<file path="src/rtl/tsc_pkg.sv">
package tsc_pkg;
  localparam int WA_W    = 10;
  localparam int DATA_W  = 32;
  localparam int CTRL_W  = 5;
  localparam int BIT_EN  = 0;
  localparam int BIT_SCL = 2;

  localparam logic [WA_W-1:0] CW_CTRL  = 10'h000;
  localparam logic [WA_W-1:0] CW_STAT  = 10'h001;
  localparam logic [WA_W-1:0] CW_CLO   = 10'h002;
  localparam logic [WA_W-1:0] CW_SCALE = 10'h004;
  localparam logic [WA_W-1:0] CW_CAPS  = 10'h007;
  localparam logic [WA_W-1:0] CW_SALT  = 10'h034;
  localparam logic [WA_W-1:0] CW_SALT1 = 10'h035;
  localparam logic [WA_W-1:0] SW_CLO   = 10'h000;

  localparam logic [DATA_W-1:0] CAPS_VALUE  = 32'h0002_0001;
  localparam logic [DATA_W-1:0] SCALE_RESET = 32'h0100_0000;

  function automatic logic in_id_window(input logic [WA_W-1:0] wa);
    return (wa[WA_W-1:4] == '1) && (wa[3:2] != 2'b00);
  endfunction

  function automatic logic [7:0] id_byte(input logic status_frame,
                                         input logic [3:0] idx);
    logic [7:0] b;
    case (idx)
      4'd0:    b = 8'h04;
      4'd4:    b = status_frame ? 8'hBB : 8'hBA;
      4'd5:    b = 8'hB0;
      4'd6:    b = 8'h0B;
      4'd8:    b = 8'h0D;
      4'd9:    b = 8'hF0;
      4'd10:   b = 8'h05;
      4'd11:   b = 8'hB1;
      default: b = 8'h00;
    endcase
    return b;
  endfunction
endpackage

</file>
<file path="src/rtl/tsc_rst_sync.sv">
module tsc_rst_sync (
  input  logic clk,
  input  logic rst_n,
  output logic rst_sync_n
);
  logic [1:0] stage_q;

  always_ff @(posedge clk or negedge rst_n) begin
    if (!rst_n) stage_q <= 2'b00;
    else        stage_q <= {stage_q[0], 1'b1};
  end

  assign rst_sync_n = stage_q[1];
endmodule

</file>
<file path="src/rtl/tsc_accum.sv">
module tsc_accum #(
  parameter int INT_W  = 64,
  parameter int FRAC_W = 24,
  parameter int SCL_W  = 32,
  parameter int HALF_W = 32
) (
  input  logic                           clk,
  input  logic                           rst_n,
  input  logic                           en,
  input  logic                           scl_en,
  input  logic [SCL_W-1:0]               scale,
  input  logic [INT_W/HALF_W-1:0]        wr_half,
  input  logic [HALF_W-1:0]              wdata,
  output logic [INT_W-1:0]               count
);
  localparam int ACC_W  = INT_W + FRAC_W;
  localparam int HALVES = INT_W / HALF_W;

  logic [ACC_W-1:0] acc_q, acc_d, incr;
  logic             acc_ce;

  always_comb begin
    if (scl_en) incr = {{(ACC_W-SCL_W){1'b0}}, scale};
    else        incr = {{(ACC_W-1){1'b0}}, 1'b1} << FRAC_W;
  end

  assign acc_ce = en | (|wr_half);

  always_comb begin
    acc_d = acc_q;
    if (en) acc_d = acc_q + incr;
    for (int h = 0; h < HALVES; h++) begin
      if (wr_half[h]) acc_d[FRAC_W + HALF_W*h +: HALF_W] = wdata;
    end
    if (|wr_half) acc_d[FRAC_W-1:0] = '0;
  end

  always_ff @(posedge clk or negedge rst_n) begin
    if (!rst_n)      acc_q <= '0;
    else if (acc_ce) acc_q <= acc_d;
  end

  assign count = acc_q[ACC_W-1:FRAC_W];
endmodule

</file>
<file path="src/rtl/tsc_ctrl_frame.sv">
module tsc_ctrl_frame
  import tsc_pkg::*;
#(
  parameter int INT_W  = 64,
  parameter int HALF_W = 32
) (
  input  logic                    clk,
  input  logic                    rst_n,
  input  logic                    psel,
  input  logic                    penable,
  input  logic                    pwrite,
  input  logic [WA_W-1:0]         paddr,
  input  logic [DATA_W-1:0]       pwdata,
  input  logic [INT_W-1:0]        count,
  output logic [DATA_W-1:0]       prdata,
  output logic                    en,
  output logic                    scl_en,
  output logic [DATA_W-1:0]       scale,
  output logic [INT_W/HALF_W-1:0] wr_half
);
  localparam int HALVES = INT_W / HALF_W;

  logic [CTRL_W-1:0] ctrl_q, ctrl_d;
  logic [DATA_W-1:0] scale_q, scale_d;
  logic              wr_acc, rd_acc, ctrl_ce, scale_ce;
  logic [DATA_W-1:0] half_rd [HALVES];
  logic [HALVES-1:0] half_hit;

  assign wr_acc = psel & penable & pwrite;
  assign rd_acc = psel & ~pwrite;

  genvar h;
  generate
    for (h = 0; h < HALVES; h++) begin : g_half
      assign half_hit[h] = (paddr == CW_CLO + WA_W'(h));
      assign wr_half[h]  = wr_acc & half_hit[h];
      assign half_rd[h]  = count[HALF_W*h +: HALF_W];
    end
  endgenerate

  assign ctrl_ce  = wr_acc & (paddr == CW_CTRL);
  assign scale_ce = wr_acc & ((paddr == CW_SCALE) | (paddr == CW_SALT));
  assign ctrl_d   = pwdata[CTRL_W-1:0];
  assign scale_d  = pwdata;

  always_ff @(posedge clk or negedge rst_n) begin
    if (!rst_n)       ctrl_q <= '0;
    else if (ctrl_ce) ctrl_q <= ctrl_d;
  end

  always_ff @(posedge clk or negedge rst_n) begin
    if (!rst_n)        scale_q <= SCALE_RESET;
    else if (scale_ce) scale_q <= scale_d;
  end

  always_comb begin
    prdata = '0;
    if (rd_acc) begin
      if (paddr == CW_CTRL)                             prdata = {{(DATA_W-CTRL_W){1'b0}}, ctrl_q};
      else if (paddr == CW_SCALE || paddr == CW_SALT)   prdata = scale_q;
      else if (paddr == CW_CAPS)                        prdata = CAPS_VALUE;
      else if (in_id_window(paddr))                     prdata = {24'h0, id_byte(1'b0, paddr[3:0] - 4'd4)};
      else begin
        for (int k = 0; k < HALVES; k++) begin
          if (half_hit[k]) prdata = half_rd[k];
        end
      end
    end
  end

  assign en     = ctrl_q[BIT_EN];
  assign scl_en = ctrl_q[BIT_SCL];
  assign scale  = scale_q;
endmodule

</file>
<file path="src/rtl/tsc_stat_frame.sv">
module tsc_stat_frame
  import tsc_pkg::*;
#(
  parameter int INT_W  = 64,
  parameter int HALF_W = 32
) (
  input  logic              psel,
  input  logic              pwrite,
  input  logic [WA_W-1:0]   paddr,
  input  logic [INT_W-1:0]  count,
  output logic [DATA_W-1:0] prdata
);
  localparam int HALVES = INT_W / HALF_W;

  always_comb begin
    prdata = '0;
    if (psel && !pwrite) begin
      if (in_id_window(paddr)) prdata = {24'h0, id_byte(1'b1, paddr[3:0] - 4'd4)};
      else begin
        for (int k = 0; k < HALVES; k++) begin
          if (paddr == SW_CLO + WA_W'(k)) prdata = count[HALF_W*k +: HALF_W];
        end
      end
    end
  end
endmodule

</file>
<file path="src/rtl/sys_tstamp_counter.sv">
module sys_tstamp_counter
  import tsc_pkg::*;
#(
  parameter int INT_W  = 64,
  parameter int FRAC_W = 24,
  parameter int HALF_W = 32
) (
  input  logic              clk,
  input  logic              rst_n,
  input  logic              c_psel,
  input  logic              c_penable,
  input  logic              c_pwrite,
  input  logic [WA_W-1:0]   c_paddr,
  input  logic [DATA_W-1:0] c_pwdata,
  output logic [DATA_W-1:0] c_prdata,
  input  logic              s_psel,
  input  logic              s_pwrite,
  input  logic [WA_W-1:0]   s_paddr,
  output logic [DATA_W-1:0] s_prdata,
  output logic [INT_W-1:0]  timestamp
);
  localparam int HALVES = INT_W / HALF_W;

  logic              rst_sync_n;
  logic              ctrl_en, ctrl_scl;
  logic [DATA_W-1:0] scale;
  logic [HALVES-1:0] wr_half;
  logic [INT_W-1:0]  count;

  tsc_rst_sync u_rst (
    .clk(clk), .rst_n(rst_n), .rst_sync_n(rst_sync_n)
  );

  tsc_ctrl_frame #(.INT_W(INT_W), .HALF_W(HALF_W)) u_ctrl (
    .clk(clk), .rst_n(rst_sync_n),
    .psel(c_psel), .penable(c_penable), .pwrite(c_pwrite),
    .paddr(c_paddr), .pwdata(c_pwdata), .count(count),
    .prdata(c_prdata), .en(ctrl_en), .scl_en(ctrl_scl),
    .scale(scale), .wr_half(wr_half)
  );

  tsc_accum #(.INT_W(INT_W), .FRAC_W(FRAC_W), .SCL_W(DATA_W), .HALF_W(HALF_W)) u_acc (
    .clk(clk), .rst_n(rst_sync_n), .en(ctrl_en), .scl_en(ctrl_scl),
    .scale(scale), .wr_half(wr_half), .wdata(c_pwdata[HALF_W-1:0]),
    .count(count)
  );

  tsc_stat_frame #(.INT_W(INT_W), .HALF_W(HALF_W)) u_stat (
    .psel(s_psel), .pwrite(s_pwrite), .paddr(s_paddr),
    .count(count), .prdata(s_prdata)
  );

  assign timestamp = count;
endmodule

</file>
<file path="config.mk">
export PLATFORM = sky130hd
export DESIGN_NAME = sys_tstamp_counter
export DESIGN_NICKNAME = d
export VERILOG_FILES = /design/src/rtl/tsc_pkg.sv /design/src/rtl/tsc_rst_sync.sv /design/src/rtl/tsc_accum.sv /design/src/rtl/tsc_ctrl_frame.sv /design/src/rtl/tsc_stat_frame.sv /design/src/rtl/sys_tstamp_counter.sv
export SDC_FILE = /design/constraint.sdc
export NUM_CORES = 1
export LEC_CHECK = 0
export ABC_AREA = 1
export BUFFER_PORTS_ARGS = -buffer_cell sky130_fd_sc_hd__buf_2
export CELL_PAD_IN_SITES_DETAIL_PLACEMENT = 1
export CELL_PAD_IN_SITES_GLOBAL_PLACEMENT = 2
export CORE_MARGIN = 2
export CORE_UTILIZATION = 30
export CTS_CLUSTER_DIAMETER = 80
export CTS_CLUSTER_SIZE = 25
export DETAILED_ROUTE_END_ITERATION = 16
export GPL_TIMING_DRIVEN = 1
export PLACE_DENSITY = 0.77
export SETUP_SLACK_MARGIN = 0.1
export SYNTH_ARGS = -nofsm -noshare
export SYNTH_HDL_FRONTEND = slang
export SYNTH_SLANG_ARGS = --single-unit
</file>
<file path="constraint.sdc">
create_clock -name clk -period 6 [get_ports clk]
set_clock_uncertainty 0.15 [all_clocks]
set_input_delay 0.3 -clock clk [delete_from_list [all_inputs] [get_ports clk]]
set_output_delay 0.3 -clock clk [all_outputs]
set_load 0.1 [all_outputs]
</file>
==> impl_metrics.env <==
export IMPL_worst_slew_pin_slew_ps=920
export IMPL_outcome="finished, final reports clean"
export IMPL_area_growth_synth_to_final_pct=13.9
export IMPL_place_gp_congestion=0.973
export IMPL_num_fill_cells=5775
export IMPL_postLayoutCoreUtil=0.345
export IMPL_synth_top_area_frac=0.243
export IMPL_cp_max_fo=20
export IMPL_cts_resized=0
export IMPL_relSlewSlack=0.386
export IMPL_fin_crit_sh=0.595
export IMPL_route_detailed_drc=0
export IMPL_post_place_ws_ps=2450
export IMPL_initial_core_util=0.303
export IMPL_vias=14800
export IMPL_nNetsFinal=2365
export IMPL_p_seq_frac=0.387
export IMPL_post_cts_buffers=0
export IMPL_yosysWarnings=0
export IMPL_fin_ws_ps=2430
export IMPL_critPathCaptureType="primary output"
export IMPL_grt_pass1_wl_um=98100
export IMPL_cts_buffers=17
export IMPL_dieArea_sq_mm=0.0449
export IMPL_die_w_um=212
export IMPL_async_reset_ff_frac=1.00
export IMPL_p_leak_nw=7.65
export IMPL_clockBufferDepth=2
export IMPL_combPwrFrac=0.075
export IMPL_grt_util_all_layers=0.300
export IMPL_p_clk_frac=0.538
export IMPL_htreeDepth=4
export IMPL_antenna_found_initial=1
export IMPL_fin_tns_setup_ps=0
export IMPL_io_pins=187
export IMPL_ys_seq_area_frac=0.245
export IMPL_synth_edf_count=0
export IMPL_r2r_start="u_ctrl.ctrl_q[2]"
export IMPL_clock_sinks=127
export IMPL_fin_crit_ps=3570
export IMPL_yosys_top_cells_area="dfrtp_1, nand2_1, inv_1, nand3_1, o21ai_0"
export IMPL_ys_seq_elements=127
export IMPL_p_int_mw=1.65
export IMPL_drt_first_pass_iters=5
export IMPL_yosys_area_top_type="dfrtp_1"
export IMPL_grt_overflow_total=0
export IMPL_coreArea_sq_mm=0.0429
export IMPL_netlist_area_sq_mm=0.0130
export IMPL_synth_nets=2252
export IMPL_fp_dieH_um=212
export IMPL_cp_arrival_ps=3120
export IMPL_power_switching_mw=0.631
export IMPL_hold_start="c_pwdata[11]"
export IMPL_dp_hpwl_um=53300
export IMPL_crit_required_ps=5550
export IMPL_placed_area_sq_mm=0.0140
export IMPL_drive_above_1_share=0.145
export IMPL_wl_per_cell_um=23.1
export IMPL_power_density_mw_per_mm2=154
export IMPL_grt_pass1_vias=15100
export IMPL_max_freq_mhz=280
export IMPL_crit_path_start="c_paddr[2]"
export IMPL_vdd_drop_max_v=0.000140
export IMPL_detail_route_antenna_nets=0
export IMPL_clk_pin_slew_ps=70
export IMPL_row_count=76
export IMPL_io_buffer_count=186
export IMPL_finalSetupViolCount=0
export IMPL_maxSlewViolCount=0
export IMPL_cap_violations=0
export IMPL_p_sw_frac=0.277
export IMPL_hold_violations=0
export IMPL_postLayoutCellArea_sq_mm=0.0148
export IMPL_hp_class="in -> reg"
export IMPL_cts_tree="yes"
export IMPL_wl_um=66300
export IMPL_start_kind="input port"
export IMPL_rsz0062_at_grt="false"
export IMPL_first_iter_violations=1198
export IMPL_insertion_delay_ps=470
export IMPL_ctsHoldBuffers=11
export IMPL_netlist_instances=2157
export IMPL_cts_root_buf="clkbuf_16"
export IMPL_seq_area_sq_mm=0.00318
export IMPL_syn_area_per_cell_sq_um=6.02
export IMPL_ys_types=47
export IMPL_viasPerCell=5.16
export IMPL_path_class="in -> out"
export IMPL_grt_max_degree=65
export IMPL_multi_input_area_sq_mm=0.00737
export IMPL_ys_flop_type="dfrtp_1"
-- cells in the final DEF (no fill, tap or decap), drive strengths merged, types with 2 or more instances in the layout --
cell,netlist,final
clkinv,4,7
nand3,141,141
o221ai,16,16
nor3,36,36
dfrtp,126,126
nand4,32,32
and2,3,3
o21ai,122,122
clkbuf,28,17
xor2,12,12
or2,3,3
a31oi,3,3
o22ai,84,84
o21bai,25,25
nand3b,3,3
nor2,174,174
diode,0,2
inv,440,444
buf,91,202
nand2,643,643
dlygate4sd3,0,11
o211ai,32,32
a21oi,76,76
a211oi,2,2
ha,35,35
xnor2,11,11
nor4,8,8
a22oi,2,2
bufinv,0,5
clkinvlp,0,3
-- cell usage after synthesis (9+ instances only) --
cell / count
nand2_1: 628
inv_1: 420
nor2_1: 146
nand3_1: 129
dfrtp_1: 126
o21ai_0: 112
o22ai_1: 84
a21oi_1: 76
buf_4: 68
ha_1: 35
o211ai_1: 32
nand4_1: 31
clkbuf_1: 27
nor3_1: 26
o21bai_1: 25
nor2_2: 21
inv_2: 20
buf_2: 16
o221ai_1: 16
nand2_2: 15
nand3_2: 12
xor2_1: 12
xnor2_1: 11
nor3_2: 9
-- per-layer routing --
metal	vias up	track usage	wire, um
li1	7015	-	-
met1	7238	0.394	29500
met2	472	0.483	30300
met3	98	0.0591	4040
met4	0	0.120	2490
met5	-	0	0
-- worst max-delay path, stage by stage --
cell      delay (ps)
buf_2            120
inv_1             90
ha_1             180
inv_1             70
nor2_4           180
nand3_1          540
buf_4            460
o221ai_1         230
o211ai_1         230
a21oi_1          230
buf_2            460
-- cell families after synthesis --
| kind of cell | after synthesis | share of synthesized area |
|---|---|---|
| AND/OR/NAND/NOR | 1043 | 0.351 |
| flip-flops | 127 | 0.245 |
| XOR/XNOR | 23 | 0.0155 |
| buffers and inverters | 563 | 0.187 |
| adder cells (fa/ha/maj) | 36 | 0.0353 |
| AO/OA/AOI/OAI | 364 | 0.166 |
| other | 1 | 0.000289 |
-- per-stage QoR --
stage,hold WS [ps],instances,total power [mW]
final,16.0,2870,2.28
after global routing,23.2,2868,2.35
after CTS,1.01,2868,2.29
after detailed placement,-63.3,2825,1.06
after global placement,-64.6,2825,1.06
after floorplan,-146,2157,0.991
-- path summary, 6_finish.rpt --
check                                   end  slack [ps]  depth (start not counted)
max in group asynchronous   u_acc.acc_q[15]        4250                          1
hold / removal             u_ctrl.scale[11]          20                          3
hold reg to reg             u_acc.acc_q[66]         150                          0
min in group asynchronous   u_acc.acc_q[66]         150                          0
setup / recovery                c_prdata[2]        2430                         11
setup reg to reg            u_acc.acc_q[67]        2440                         15
-- registers in the layout (all words and copies together), names as in the netlist --
register and cells:
u_rst.stage_q 2, u_acc.acc_q 88, u_ctrl.scale 32, u_ctrl.ctrl_q 5
-- area by class of cell --
type / instances / area share
diodes: 2 / 0.000339
clock buffers: 17 / 0.0288
clock inverters: 15 / 0.0157
inverters: 444 / 0.113
multi-input cells: 1467 / 0.499
flip-flops and latches: 127 / 0.215
well taps: 585 / 0.0495
repair buffers: 213 / 0.0786
-- power groups by stage --
| stage | Clock (mW) | Combinational (mW) | Sequential [mW] |
|---|---|---|---|
| 3_3_place_gp | 0 | 0.163 | 0.897 |
| 2_1_floorplan | 0 | 0.0949 | 0.896 |
| 4_1_cts | 1.24 | 0.171 | 0.881 |
| 5_1_grt | 1.28 | 0.184 | 0.882 |
| 3_5_place_dp | 0 | 0.165 | 0.897 |
| 6_report | 1.23 | 0.171 | 0.881 |
Power figures use the tool's default switching activity.
